File: src/rtl/scsi_autoseq_pkg.sv
// Package: shared command codes, register offsets and helpers for the
// auto status sequencer. Assumes 8-bit command codes.
package scsi_autoseq_pkg;

    localparam logic [7:0] CMD_DMA_IN       = 8'h10;
    localparam logic [7:0] CMD_DMA_OUT      = 8'h11;
    localparam logic [7:0] CMD_FIFO_DMA_IN  = 8'h12;
    localparam logic [7:0] CMD_FIFO_DMA_OUT = 8'h13;
    localparam logic [7:0] CMD_STS_MSG      = 8'h20;
    localparam logic [7:0] CMD_BUS_FREE     = 8'h21;
    localparam logic [7:0] CMD_WAIT_SEL     = 8'h22;

    localparam logic [7:0] OFS_MODE = 8'h29;
    localparam logic [7:0] OFS_CMD  = 8'h2A;
    localparam logic [7:0] OFS_CTL  = 8'h2B;
    localparam logic [7:0] OFS_RATE = 8'h2C;
    localparam logic [7:0] OFS_IRQ  = 8'h2D;

    // Sequencer states: idle, CPU command pending, and one state per auto step
    typedef enum logic [2:0] {
        ST_IDLE,
        ST_CPU,
        ST_STS,
        ST_BFREE,
        ST_WSEL
    } seq_state_t;

    // True for any DMA data command (plain or FIFO, either direction)
    function automatic logic is_data_cmd(input logic [7:0] code);
        return (code == CMD_DMA_IN) || (code == CMD_DMA_OUT) ||
               (code == CMD_FIFO_DMA_IN) || (code == CMD_FIFO_DMA_OUT);
    endfunction

endpackage

File: src/rtl/scsi_autoseq_fsm.sv
// Module: command sequencer. Forwards CPU commands to the phase engine and,
// after a data command finishes with an auto mode set, chains the status,
// bus-free and wait-for-selection steps. Assumes cmd_done is a one-cycle
// pulse that never arrives in the same cycle as cmd_valid.
module scsi_autoseq_fsm
    import scsi_autoseq_pkg::*;
#(
    parameter int CW = 8
) (
    input  logic          clk,
    input  logic          rst_n,
    input  logic          cmd_wr,
    input  logic [CW-1:0] cmd_wdata,
    input  logic          cmd_done,
    input  logic          auto_full,
    input  logic          auto_sts,
    output logic          cmd_valid,
    output logic [CW-1:0] cmd_code,
    output logic          seq_idle,
    output logic          seq_running,
    output logic          irq_set
);

    seq_state_t state_q;
    logic       data_q;
    logic       full_q;

    // Step the sequencer and launch each command strobe
    always_ff @(posedge clk) begin
        if (!rst_n) begin
            state_q   <= ST_IDLE;
            cmd_valid <= 1'b0;
            cmd_code  <= '0;
            data_q    <= 1'b0;
            full_q    <= 1'b0;
        end else begin
            cmd_valid <= 1'b0;
            unique case (state_q)
                ST_IDLE: if (cmd_wr) begin
                    state_q   <= ST_CPU;
                    cmd_valid <= 1'b1;
                    cmd_code  <= cmd_wdata;
                    data_q    <= is_data_cmd(cmd_wdata);
                end
                ST_CPU: if (cmd_done) begin
                    if (data_q && (auto_full || auto_sts)) begin
                        state_q   <= ST_STS;
                        cmd_valid <= 1'b1;
                        cmd_code  <= CMD_STS_MSG;
                        full_q    <= auto_full;
                    end else begin
                        state_q <= ST_IDLE;
                    end
                end
                ST_STS: if (cmd_done) begin
                    if (full_q) begin
                        state_q   <= ST_BFREE;
                        cmd_valid <= 1'b1;
                        cmd_code  <= CMD_BUS_FREE;
                    end else begin
                        state_q <= ST_IDLE;
                    end
                end
                ST_BFREE: if (cmd_done) begin
                    state_q   <= ST_WSEL;
                    cmd_valid <= 1'b1;
                    cmd_code  <= CMD_WAIT_SEL;
                end
                ST_WSEL: if (cmd_done) state_q <= ST_IDLE;
                default: state_q <= ST_IDLE;
            endcase
        end
    end

    // Decode status views and the end-of-sequence event
    always_comb begin
        seq_idle    = (state_q == ST_IDLE);
        seq_running = (state_q == ST_STS) || (state_q == ST_BFREE) ||
                      (state_q == ST_WSEL);
        irq_set     = cmd_done && (((state_q == ST_STS) && !full_q) ||
                                   (state_q == ST_WSEL));
    end

endmodule

File: src/rtl/scsi_autoseq_regs.sv
// Module: CPU-visible register file: mode, command, control/status, rate and
// interrupt registers, plus the read mux. Assumes single-cycle writes and a
// combinational read path.
module scsi_autoseq_regs
    import scsi_autoseq_pkg::*;
#(
    parameter int DW     = 8,
    parameter int AW     = 8,
    parameter int RATE_W = 3
) (
    input  logic              clk,
    input  logic              rst_n,
    input  logic              cpu_we,
    input  logic [AW-1:0]     cpu_addr,
    input  logic [DW-1:0]     cpu_wdata,
    output logic [DW-1:0]     cpu_rdata,
    input  logic              seq_idle,
    input  logic              seq_running,
    input  logic              irq_set,
    input  logic [DW-1:0]     cur_code,
    output logic              cmd_wr,
    output logic [4:0]        mode_q,
    output logic [RATE_W-1:0] rate_q,
    output logic              irq_q
);

    localparam int PAD_MODE = DW - 5;
    localparam int PAD_RATE = DW - RATE_W;

    logic [DW-1:0] cpu_cmd_q;
    logic          auto_sw_q;

    // Accept command writes only while nothing is in progress
    always_comb cmd_wr = cpu_we && (cpu_addr == AW'(OFS_CMD)) && seq_idle;

    // Hold the writable register contents
    always_ff @(posedge clk) begin
        if (!rst_n) begin
            mode_q    <= '0;
            rate_q    <= '0;
            cpu_cmd_q <= '0;
            auto_sw_q <= 1'b0;
        end else if (cpu_we) begin
            if (cpu_addr == AW'(OFS_MODE)) mode_q    <= cpu_wdata[4:0];
            if (cpu_addr == AW'(OFS_RATE)) rate_q    <= cpu_wdata[RATE_W-1:0];
            if (cpu_addr == AW'(OFS_CTL))  auto_sw_q <= cpu_wdata[1];
            if (cmd_wr)                    cpu_cmd_q <= cpu_wdata;
        end
    end

    // Sticky completion flag: set wins over a write-one clear
    always_ff @(posedge clk) begin
        if (!rst_n)
            irq_q <= 1'b0;
        else if (irq_set)
            irq_q <= 1'b1;
        else if (cpu_we && (cpu_addr == AW'(OFS_IRQ)) && cpu_wdata[0])
            irq_q <= 1'b0;
    end

    // Read mux; status bits and command view follow the sequencer
    always_comb begin
        cpu_rdata = '0;
        unique case (cpu_addr)
            AW'(OFS_MODE): cpu_rdata = {{PAD_MODE{1'b0}}, mode_q};
            AW'(OFS_CMD):  cpu_rdata = seq_running ? cur_code : cpu_cmd_q;
            AW'(OFS_CTL):  cpu_rdata = {{(DW-2){1'b0}},
                                        auto_sw_q | seq_running, !seq_idle};
            AW'(OFS_RATE): cpu_rdata = {{PAD_RATE{1'b0}}, rate_q};
            AW'(OFS_IRQ):  cpu_rdata = {{(DW-1){1'b0}}, irq_q};
            default:       cpu_rdata = '0;
        endcase
    end

endmodule

File: src/rtl/scsi_autoseq.sv
// Module: top of the auto status sequencer. Joins the register file and the
// sequencer and qualifies the ultra enable with the rate field. Assumes an
// 8-bit register bus so the mode register map fits.
module scsi_autoseq
    import scsi_autoseq_pkg::*;
#(
    parameter int DW        = 8,
    parameter int AW        = 8,
    parameter int RATE_W    = 3,
    parameter int ULTRA_MAX = 1
) (
    input  logic          clk,
    input  logic          rst_n,
    input  logic          cpu_we,
    input  logic [AW-1:0] cpu_addr,
    input  logic [DW-1:0] cpu_wdata,
    output logic [DW-1:0] cpu_rdata,
    output logic          cmd_valid,
    output logic [DW-1:0] cmd_code,
    input  logic          cmd_done,
    output logic          irq,
    output logic          ultra_en,
    output logic          an_reqack_en,
    output logic          an_data_en
);

    logic              cmd_wr;
    logic              seq_idle;
    logic              seq_running;
    logic              irq_set;
    logic [4:0]        mode_q;
    logic [RATE_W-1:0] rate_q;

    scsi_autoseq_regs #(.DW(DW), .AW(AW), .RATE_W(RATE_W)) u_regs (
        .clk         (clk),
        .rst_n       (rst_n),
        .cpu_we      (cpu_we),
        .cpu_addr    (cpu_addr),
        .cpu_wdata   (cpu_wdata),
        .cpu_rdata   (cpu_rdata),
        .seq_idle    (seq_idle),
        .seq_running (seq_running),
        .irq_set     (irq_set),
        .cur_code    (cmd_code),
        .cmd_wr      (cmd_wr),
        .mode_q      (mode_q),
        .rate_q      (rate_q),
        .irq_q       (irq)
    );

    scsi_autoseq_fsm #(.CW(DW)) u_fsm (
        .clk         (clk),
        .rst_n       (rst_n),
        .cmd_wr      (cmd_wr),
        .cmd_wdata   (cpu_wdata),
        .cmd_done    (cmd_done),
        .auto_full   (mode_q[3]),
        .auto_sts    (mode_q[2]),
        .cmd_valid   (cmd_valid),
        .cmd_code    (cmd_code),
        .seq_idle    (seq_idle),
        .seq_running (seq_running),
        .irq_set     (irq_set)
    );

    // Drive the held enables; ultra only with an allowed rate
    always_comb begin
        ultra_en     = mode_q[4] && (int'(rate_q) <= ULTRA_MAX);
        an_reqack_en = mode_q[1];
        an_data_en   = mode_q[0];
    end

endmodule

File: config.mk
export PLATFORM = sky130hd
export DESIGN_NAME = scsi_autoseq
export DESIGN_NICKNAME = d
export VERILOG_FILES = /design/src/rtl/scsi_autoseq_pkg.sv /design/src/rtl/scsi_autoseq_fsm.sv /design/src/rtl/scsi_autoseq_regs.sv /design/src/rtl/scsi_autoseq.sv
export SDC_FILE = /design/constraint.sdc
export NUM_CORES = 1
export LEC_CHECK = 0
export ABC_AREA = 0
export BUFFER_PORTS_ARGS = -buffer_cell sky130_fd_sc_hd__buf_2
export CORE_MARGIN = 2
export CORE_UTILIZATION = 51
export CTS_CLUSTER_SIZE = 8
export DETAILED_ROUTE_END_ITERATION = 6
export PLACE_DENSITY = 0.76
export REMOVE_ABC_BUFFERS = 1
export SETUP_SLACK_MARGIN = 0.3
export SLEW_MARGIN = 40
export SYNTH_ARGS = -nofsm -noshare
export SYNTH_HDL_FRONTEND = slang
export SYNTH_HIERARCHICAL = 1
export SYNTH_SLANG_ARGS = --single-unit
File: constraint.sdc
create_clock -name clk -period 5.8 [get_ports clk]
set_input_delay 0.87 -clock clk [delete_from_list [all_inputs] [get_ports clk]]
set_output_delay 0.87 -clock clk [all_outputs]
set_load 0.02 [all_outputs]
After elaboration in Yosys (flattened, before gate mapping)

Index checks and enable logic that the tools add are counted.

Flip-flop bits (word level): 32
Input port bits: 20
Output and inout port bits: 21
Logic and storage cells: 86

$lt $le $gt $ge: 1
Eq/ne operators: 20
Muxes and demuxes: 26
Bitwise gates (word level): 1
Reduce and logical (&&, ||, !) cells: 28

Operators by type and width:

| cell                                                                   | number |
|---|---|
| 8-bit 2-to-1 mux                                                       | 7 |
| 8-bit by 6-bit equality test with 1-bit output (second input constant) | 5 |
| 8-bit one-hot mux with 5 select lines                                  | 1 |
| 8-bit by 5-bit equality test with 1-bit output (second input constant) | 4 |
| 8-bit one-hot mux with 4 select lines                                  | 1 |
| 3-bit 2-to-1 mux                                                       | 5 |
| 3-bit one-hot mux with 5 select lines                                  | 1 |
| 2-bit != test (second input constant)                                  | 5 |
| 2-bit AND reduction                                                    | 5 |
| 1-bit logical AND                                                      | 8 |
| 1-bit 2-to-1 mux                                                       | 8 |
| 1-bit logical OR                                                       | 7 |
| 7-bit AND reduction                                                    | 1 |
| 3-bit by 2-bit equality test with 1-bit output (second input constant) | 2 |
| 5-bit AND reduction                                                    | 1 |
| 2-bit 2-to-1 mux                                                       | 2 |
| 2-bit by 1-bit != test with 1-bit output (second input constant)       | 2 |
| 1-bit one-hot mux with 4 select lines                                  | 1 |
| 4-bit nonzero test                                                     | 1 |
| 3-bit by 1-bit equality test with 1-bit output (second input constant) | 1 |
| 3-bit equality test (second input constant)                            | 1 |
| 3-bit by 1-bit <= comparator with 1-bit output (second input constant) | 1 |
| 3-bit logical NOT                                                      | 1 |
| 3-bit AND reduction                                                    | 1 |
| 3 further kinds                                                        | 4 |

Logic depth before layout (Yosys ltp)

Gate-level depths: netlist of run 1.

Depth in word-level cells: 5
Gate-level depth with buffers: 10
Depth with buffers taken out: 7

By module

The synthesis of run 1 kept the hierarchy.

Modules (own cells, without submodules):

| module            | instances | cells each | area an instance (µm²) | sequential area each (µm²) |
|---|---|---|---|---|
| scsi_autoseq_regs | 1         | 112        | 999.7                  | 360.3 |
| scsi_autoseq_fsm  | 1         | 85         | 714.4                  | 280.3 |
| scsi_autoseq      | 1         | 1          | 12.5                   | 0.0 |

Least setup slack after synthesis of run 1

No wires, ideal clock.

Path kind: input-to-output
From: input port cpu_addr[4]
To: output port cpu_rdata[2]
Arrival: 2272 ps
Required time: 4930 ps
Path slack: 2658 ps
Stages: 4
Path buffers: 1
Cells stage by stage: or3b_1 > clkbuf_1 > or3_1 > o22ai_1

Cells in the longest elaborated chain, start to end: 2
Elaborated cells on any way between the ends: 6
Those cells by class: eq/ne: 5; mux: 1

Ends and longest elaborated chain:

| item                                           | RTL line                | text |
|---|---|---|
| start, declared                                | scsi_autoseq.sv:15      | `input logic [AW-1:0] cpu_addr,` |
| 8-bit by 6-bit equality test with 1-bit output | scsi_autoseq_regs.sv:64 | `unique case (cpu_addr)` |
| 8-bit one-hot mux with 5 select lines *        | scsi_autoseq_regs.sv:64 |  |
| end, declared                                  | scsi_autoseq.sv:17      | `output logic [DW-1:0] cpu_rdata,` |

Mark *: on every way between the ends. The rest lies on a longest branch, timed or not.

Final worst setup path of run 1

Same ends and word-level chain as after synthesis.

==> impl_metrics.json, run 1 <==
{
  "setup_viol": 0,
  "path_max_fanout": 12,
  "fin_crit_sh_pct": 56.7,
  "final.setup.tns_ns": 0,
  "syn-instance-count": 198,
  "worst_pin_slew_ns": 0.657,
  "dp_hpwl_um": 2740,
  "sequentialPowerShare_pct": 52.9,
  "drtPass1Iterations": 4,
  "grt_pass1_wl_um": 6670,
  "clock-sinks": 32,
  "cp_slowest_stage_delay_ns": 0.56,
  "required_ns": 4.93,
  "reg2reg_from": "u_fsm/state_q[0]",
  "die-area_sq_um": 3870,
  "clockBufferDepth": 2,
  "finalHoldViolations": 0,
  "clk_pin_slew_ns": 0.10,
  "internal_power_uw": 320,
  "finalWorstSetupSlack_ns": 2.51,
  "power_switching_share_pct": 23.1,
  "core_area_sq_um": 3280,
  "synth_edf_count": 0,
  "first_global_vias": 1486,
  "ys.flop_type": "dfxtp_1",
  "cts_resized": 0,
  "finClkSkew_ns": 0.0165,
  "htree_levels": 2,
  "ir_drop_v": 0.000182,
  "ys_warn_count": 6,
  "p_switching_uw": 96.1,
  "p_clk_share_pct": 40.8,
  "pre_cts_slack_ns": 2.51,
  "areaGrowthSynthToFinish_pct": 15.1,
  "place_congestion": 0.877,
  "status": "finished clean",
  "antenna_left": 0,
  "fmax_mhz": 304,
  "cts-hold-fix-buffers": 0,
  "ys_seq_area_share_pct": 37.1,
  "io_buffers": 40,
  "path_buf_inv": 2,
  "startpoint_type": "input pin",
  "slowest_stage": "or3b_1",
  "cp_cell_sequence": "buf_2 > or3b_1 > or3_1 > o22ai_1 > buf_2",
  "worstSetupPathType": "input pin to output pin",
  "syn_avg_cell_area_sq_um": 8.72,
  "ys_ff_latch": 32,
  "crit_arrival_ns": 2.42,
  "route.detailed.drc": 0,
  "path_delay_family": "simple AND/OR/NAND/NOR gates",
  "routed_wl_um": 3940,
  "num_vias": 1533,
  "cts_tree": "done",
  "routedWlPerCell_um": 14.1,
  "yosys.cell_types.count": 48,
  "period_needed_ns": 3.29,
  "cts-buffers-inserted": 5,
  "fin_nets": 252,
  "rsz0062_at_grt": "false",
  "fill_cells": 309,
  "hold_path.startpoint": "u_regs/cpu_cmd_q[0]",
  "vias_per_cell": 5.49,
  "pin_count": 41,
  "hold_path_class": "register to register",
  "async_flop_share_pct": 0,
  "grt.total_usage_pct": 21.7,
  "drive_above_1_share_pct": 26.2,
  "die_w_um": 62.2,
  "clock_latency_ns": 0.35,
  "synth_top_cell_by_area": "dfxtp_1",
  "final_util_pct": 60.5,
  "antenna_cells": 0,
  "end_kind": "output pin",
  "cp_common_cell": "buf_2",
  "p_per_area_nw_per_um2": 209,
  "drt_iter0_markers": 100,
  "p_leak_uw": 0.000809,
  "netlist_top_cells_area": "dfxtp_1 (37%), mux2i_1 (13%), nand2_1 (9.1%)",
  "synth_common_cells": "nand2_1 (42), dfxtp_1 (32), mux2i_1 (22)",
  "slew_headroom_pct": 56.2,
  "grt_max_degree": 42,
  "die_h_um": 62.2,
  "synth_top_area_share_pct": 37.1,
  "antenna_found_initial": 0,
  "start_util_pct": 52.6,
  "cts_setup_buffers": 0,
  "drv_cap": 0,
  "drv_slew": 0,
  "synthesis.area_sq_um": 1730,
  "num_rows": 21,
  "cts_root_buf": "clkbuf_4",
  "grt-ovfl-total": 0,
  "startpoint": "cpu_addr[4]",
  "combPwrFrac_pct": 6.3,
  "synth_most_common_cell": "nand2_1"
}
## state kept, by name (all words and copies together), names as in the netlist
register / count
u_fsm/cmd_code: 8
u_fsm/state_q: 3
u_regs/auto_sw_q: 1
u_fsm/full_q: 1
u_fsm/cmd_valid: 1
u_regs/mode_q: 5
u_fsm/data_q: 1
u_regs/cpu_cmd_q: 8
u_regs/rate_q: 3
u_regs/irq_q: 1
## area by class of cell
cell class	instances	area (sq um)	share of cell area [%]
Clock inverter	2	35.0	1.76
Inverter	4	15.0	0.756
Tap cell	46	57.6	2.90
Sequential cell	32	641	32.2
Multi-Input combinational cell	148	990	49.8
Clock buffer	6	41.3	2.08
Timing Repair Buffer	41	208	10.5
## cells by family after synthesis
group | Yosys count | share of synthesized area (%)
AND/OR/NAND/NOR | 84 | 25.3
AO/OA/AOI/OAI | 38 | 16.3
flip-flops | 32 | 37.1
multiplexers | 26 | 15.4
buffers and inverters | 18 | 5.94
## power by group through the flow
stage	sequential, uW	combinational (uW)	clock, uW
after floorplan	225	10.0	0
after global placement	225	25.7	0
after detailed placement	225	25.7	0
after CTS	220	26.0	172
after global routing	220	29.2	181
final	220	26.2	170
## final timing paths
path	cells after the start	slack, ns	to
worst min-delay path	2	0.46	u_regs/cpu_cmd_q[0]
worst max-delay path	5	2.51	cpu_rdata[2]
worst min register to register	2	0.46	u_regs/cpu_cmd_q[0]
worst max register to register	7	3.73	u_fsm/cmd_code[4]
## per-layer routing
metal	routed length, um	global-route usage (%)
met1	1880	27.0
met2	1800	34.8
met4	74	8.89
met5	0	0
met3	192	6.88
## placed cells by master, fill, tap and decap left out, drive strengths merged, types with 2 or more instances in the layout
master / count
mux2i: 22
mux2: 4
nor4: 3
a31oi: 2
a22oi: 3
inv: 4
o21a: 2
and2: 3
nand3: 5
a21oi: 3
nor2b: 4
or3b: 2
o211ai: 2
o21ai: 6
nor3: 3
nand2: 43
o22ai: 2
nand2b: 2
o32ai: 2
a21boi: 7
buf: 41
dfxtp: 32
clkbuf: 6
nor2: 10
a32o: 2
## per-stage QoR
stage / total power, uW / std cells / instance area, sq um / hold WS [ns]
3_3_place_gp: 251 / 271 / 1910 / 0.441
6_report: 416 / 279 / 1990 / 0.461
5_1_grt: 430 / 279 / 1990 / 0.487
4_1_cts: 418 / 279 / 1990 / 0.466
2_1_floorplan: 235 / 184 / 1640 / 0.432
3_5_place_dp: 251 / 271 / 1910 / 0.448
## tightest hold or removal path, delay by kind of cell, from the launching register on
kind	cells	cell delay, ns
flops	1	0.32
simple gates	1	0.05
mux	1	0.05
(Power assumes the default switching activity.)
==> run 2, diff against run 1 <==
==> constraint.sdc (replaced) <==
create_clock -name clk -period 3.1 [get_ports clk]
set_input_delay 0.465 -clock clk [delete_from_list [all_inputs] [get_ports clk]]
set_output_delay 0.465 -clock clk [all_outputs]
set_load 0.02 [all_outputs]
==> run 2 against run 1 <==
Against the previous run: non-clock buffer count grew 1; sequential share of layout area is essentially flat; clock skew shrank 0.011 ns; final area is essentially flat; die area is the same; register-to-register slack lost 2.6 ns; critical endpoint is now cpu_rdata[0]; largest cell class unchanged.
==> impl_metrics.json, run 2 (synthesized netlist as in run 1, its figures left out) <==
{
  "routed_wl_um": 3840,
  "path_max_fanout": 9,
  "fin_crit_sh_pct": 85.1,
  "cts_tree": "done",
  "routedWlPerCell_um": 13.8,
  "setup_viol": 0,
  "clock-sinks": 32,
  "antenna_left": 0,
  "reg_top3": "u_fsm/cmd_code (8), u_regs/cpu_cmd_q (8), u_regs/mode_q (5)",
  "num_vias": 1511,
  "most-common-layout-cells": "nand2_1 (41), buf_2 (40), dfxtp_1 (32)",
  "pin_count": 41,
  "met3_length_um": 182,
  "sequentialPowerShare_pct": 56.6,
  "fin_cells": 279,
  "totalPowerFinal_uw": 727,
  "start_util_pct": 52.6,
  "cts-buffers-inserted": 5,
  "route.detailed.drc": 0,
  "antenna_found_initial": 0,
  "power_switching_share_pct": 23.3,
  "rsz0062_at_grt": "false",
  "wl_met2_um": 1750,
  "clock_latency_ns": 0.34,
  "fmax_mhz": 379,
  "clockBufferDepth": 2,
  "mostFrequentLayoutCell": "nand2_1",
  "first_global_vias": 1382,
  "final_util_pct": 60.5,
  "die_h_um": 62.2,
  "areaGrowthSynthToFinish_pct": 15.0,
  "hold_path_class": "input pin to register",
  "slew_headroom_pct": 56.3,
  "clk_pin_slew_ns": 0.09,
  "worst_pin_slew_ns": 0.655,
  "fin_nets": 253,
  "period_needed_ns": 2.64,
  "cts_root_buf": "clkbuf_4",
  "multiInputGateArea_sq_um": 992,
  "dp_hpwl_um": 2800,
  "grt.total_usage_pct": 20.9,
  "drv_cap": 0,
  "met1Wirelength_um": 1850,
  "p_switching_uw": 169,
  "highest_layer": "met4",
  "antenna_cells": 0,
  "final.setup.tns_ns": 0,
  "drv_slew": 0,
  "die_w_um": 62.2,
  "drt_iter0_markers": 107,
  "drtPass1Iterations": 4,
  "htree_levels": 2,
  "startpoint_type": "register",
  "whs_path_depth": 3,
  "ir_drop_v": 0.000332,
  "r2r_cells": 7,
  "seqCellArea_sq_um": 641,
  "required_ns": 2.63,
  "internal_power_uw": 558,
  "p_leak_uw": 0.000809,
  "finClkSkew_ns": 0.00511,
  "status": "finished clean",
  "grt_pass1_wl_um": 6430,
  "core_area_sq_um": 3280,
  "dp.cells": 272,
  "grt_max_degree": 42,
  "vias_per_cell": 5.42,
  "grt-ovfl-total": 0,
  "p_per_area_nw_per_um2": 366,
  "crit_arrival_ns": 2.17,
  "num_rows": 21,
  "finalHoldViolations": 0,
  "end_kind": "output pin",
  "place_congestion": 0.862,
  "fill_cells": 305,
  "p_clk_share_pct": 36.6,
  "io_buffers": 40,
  "worstSetupPathType": "register to output pin",
  "drive_above_1_share_pct": 27.0,
  "whs_ns": 0.390,
  "die-area_sq_um": 3870,
  "combPwrFrac_pct": 6.8
}
run 2: cell count changes in the layout (fill, tap and decap cells not counted):
cell | previous run | this run
bufinv_16 | 1 | 0
nand2_1 | 42 | 41
buf_4 | 1 | 2
clkinv_2 | 1 | 0
nand2_2 | 1 | 2
clkbuf_1 | 1 | 0
clkbuf_8 | 0 | 2
run 2: timing repair:
item	in CTS	in global routing
setup buffers	0	0
endpoints found under the setup margin	0	1
endpoints found under the hold margin	0	0
hold buffers	0	0
gates resized for setup	0	1
run 2: power groups by stage:
stage          clock network (uW)  logic, uW  registers [uW]
4_1_cts                       273       48.6             412
6_report                      266       49.1             412
3_5_place_dp                    0       48.5             421
5_1_grt                       292       54.0             412
3_3_place_gp                    0       48.3             421
2_1_floorplan                   0       18.8             421
run 2: final cells by class:
| class | instances | area share (%) |
|---|---|---|
| repair buffers | 42 | 10.8 |
| inverters | 4 | 0.756 |
| clock buffers | 7 | 3.28 |
| multi-input cells | 148 | 50.0 |
| well taps | 46 | 2.90 |
| flip-flops and latches | 32 | 32.3 |
run 2: stage by stage:
| stage | instance area [sq um] | setup WS, ns |
|---|---|---|
| floorplan | 1640 | -0.183 |
| global placement | 1920 | 0.648 |
| detailed placement | 1920 | 0.635 |
| CTS | 1980 | 0.382 |
| global route | 1990 | 0.372 |
| finish | 1990 | 0.462 |
run 2: critical path, cell delays in order, from the launching register on:
cell     delay [ns]
dfxtp_1        0.50
or2b_1         0.29
nand2_2        0.19
mux2_2         0.37
o21ai_0        0.20
o32ai_1        0.10
buf_2          0.18
run 2: final timing paths:
kind | startpoint | end | slack [ns]
max | u_fsm/state_q[1] | cpu_rdata[0] | 0.46
min | cpu_wdata[5] | u_regs/cpu_cmd_q[5] | 0.39
max reg2reg | u_fsm/state_q[2] | u_fsm/cmd_code[1] | 1.13
min reg2reg | u_regs/cpu_cmd_q[3] | u_regs/cpu_cmd_q[3] | 0.46
run 2: per-layer routing:
metal,up-vias,global-route usage (%)
li1,783,-
met1,695,27.4
met2,27,32.9
met3,6,7.25
met4,0,5.83
met5,-,0
==> run 3, diff against run 2 <==
--- a/config.mk
+++ b/config.mk
@@ -12,7 +12,6 @@
 export CTS_CLUSTER_SIZE = 8
 export DETAILED_ROUTE_END_ITERATION = 6
 export PLACE_DENSITY = 0.76
-export REMOVE_ABC_BUFFERS = 1
 export SETUP_SLACK_MARGIN = 0.3
 export SLEW_MARGIN = 40
 export SYNTH_ARGS = -nofsm -noshare
==> run 3 against run 2 <==
Against the previous run: utilization down 0.23 points; register-to-register slack worse by 0.04 ns; maximum frequency up 1.8%; highest routed layer unchanged; count of clock-buffer cells in the layout unchanged; clock skew up 0.0052 ns; final area down 0.38%; largest cell class unchanged; combinational power about the same; critical endpoint unchanged; first-iteration DRC count down 26%; non-clock buffer count is 1 lower; via count rose by 3.6%; routed wire length is 1.5% higher.
==> impl_metrics.json, run 3 (synthesized netlist as in run 1, its figures left out) <==
{
  "pre_cts_slack_ns": 0.617,
  "start_util_pct": 52.6,
  "grt_pass1_wl_um": 6650,
  "num_vias": 1565,
  "period_needed_ns": 2.59,
  "finalWorstSetupSlack_ns": 0.508,
  "clk_pin_slew_ns": 0.09,
  "ir_drop_v": 0.000223,
  "antenna_found_initial": 0,
  "use_met3_pct": 7.07,
  "antenna_cells": 0,
  "cts-buffers-inserted": 5,
  "place_congestion": 0.803,
  "worst_pin_slew_ns": 0.644,
  "use_met2_pct": 33.2,
  "areaGrowthSynthToFinish_pct": 14.6,
  "status": "finished clean",
  "final.setup.tns_ns": 0,
  "rsz0062_at_grt": "false",
  "totalPowerFinal_uw": 727,
  "fin_nets": 252,
  "io_buffers": 40,
  "drtPass1Iterations": 4,
  "dp_hpwl_um": 2870,
  "routed_wl_um": 3900,
  "htree_levels": 2,
  "finalHoldViolations": 0,
  "slowest_stage": "dfxtp_1",
  "routedWlPerCell_um": 14.0,
  "die_h_um": 62.2,
  "hold_path_class": "input pin to register",
  "startpoint_type": "register",
  "clock-sinks": 32,
  "mostFrequentLayoutCell": "nand2_1",
  "fin_crit_sh_pct": 83.6,
  "core_area_sq_um": 3280,
  "most-common-layout-cells": "nand2_1 (41), buf_2 (40), dfxtp_1 (32)",
  "die_w_um": 62.2,
  "path_delay_family": "simple AND/OR/NAND/NOR gates",
  "required_ns": 2.63,
  "p_per_area_nw_per_um2": 368,
  "cts_tree": "done",
  "synthesis.nets": 218,
  "setup_viol": 0,
  "top_usage_layer": "met2",
  "cp_cell_sequence": "or2b_1 > nand2_2 > mux2_2 > o21ai_0 > o32ai_1 > buf_2",
  "antenna_left": 0,
  "grt.total_usage_pct": 21.6,
  "post_dp_cell_area_sq_um": 1910,
  "crit_arrival_ns": 2.13,
  "slew_headroom_pct": 57.1,
  "finClkSkew_ns": 0.0103,
  "cts_setup_buffers": 0,
  "drv_cap": 0,
  "pin_count": 41,
  "path_buf_inv": 1,
  "path_max_fanout": 9,
  "num_rows": 21,
  "grt-ovfl-total": 0,
  "end_kind": "output pin",
  "first_global_vias": 1418,
  "drive_above_1_share_pct": 26.7,
  "clock_latency_ns": 0.34,
  "route.detailed.drc": 0,
  "reg_top3": "u_fsm/cmd_code (8), u_regs/cpu_cmd_q (8), u_regs/mode_q (5)",
  "vias_per_cell": 5.63,
  "fmax_mhz": 386,
  "final_cell_area_sq_um": 1980,
  "grtUsageMet1_pct": 27.8,
  "worstSetupPathType": "register to output pin",
  "clockBufferDepth": 2,
  "grt_max_degree": 42,
  "cp_slowest_stage_delay_ns": 0.49,
  "r2r_slack_ns": 1.09,
  "cts_root_buf": "clkbuf_4",
  "drv_slew": 0,
  "final_util_pct": 60.2,
  "die-area_sq_um": 3870,
  "p_leak_uw": 0.000803,
  "drt_iter0_markers": 79
}
run 3: cell count changes in the layout (fill, tap and decap cells not counted):
cell | before | now
buf_4 | 2 | 1
run 3: final timing paths:
check                            from                   to  cells after the start
setup / recovery     u_fsm/state_q[1]         cpu_rdata[0]                      6
hold / removal           cpu_wdata[7]  u_regs/cpu_cmd_q[7]                      3
setup reg to reg     u_fsm/state_q[0]    u_fsm/cmd_code[1]                      7
hold reg to reg   u_regs/cpu_cmd_q[7]  u_regs/cpu_cmd_q[7]                      2
run 3: layout make-up:
class                           instances  area (sq um)
Clock buffer                            7          65.1
Fill cell                             307          1310
Inverter                                4          15.0
Multi-Input combinational cell        148           992
Sequential cell                        32           641
Tap cell                               46          57.6
Timing Repair Buffer                   41           208
run 3: what timing repair did:
action / in CTS / in global routing
hold buffers: 0 / 0
gates resized for setup: 0 / 1
setup endpoints to repair: 0 / 4
run 3: power breakdown:
part	leakage, uW	internal (uW)	switching (uW)
Combinational	0.000508	18.3	30.5
Clock	0.0000374	128	138
Sequential	0.000258	411	0.416
run 3: tightest hold or removal path: cells and delay by family:
family,cells,cell delay (ns)
and+or+nand+nor,1,0.05
muxes,1,0.06
buffers and inverters,1,0.11
run 3: stage by stage:
step	std cells	hold WS, ns
global route	278	0.376
floorplan	198	0.432
detailed placement	271	0.450
finish	278	0.391
global placement	271	0.439
CTS	278	0.376
run 3: metal layers:
layer | vias to the layer above | wire length, um
met5 | - | 0
met4 | 0 | 55
met3 | 5 | 239
met2 | 47 | 1820
met1 | 737 | 1780
li1 | 776 | -
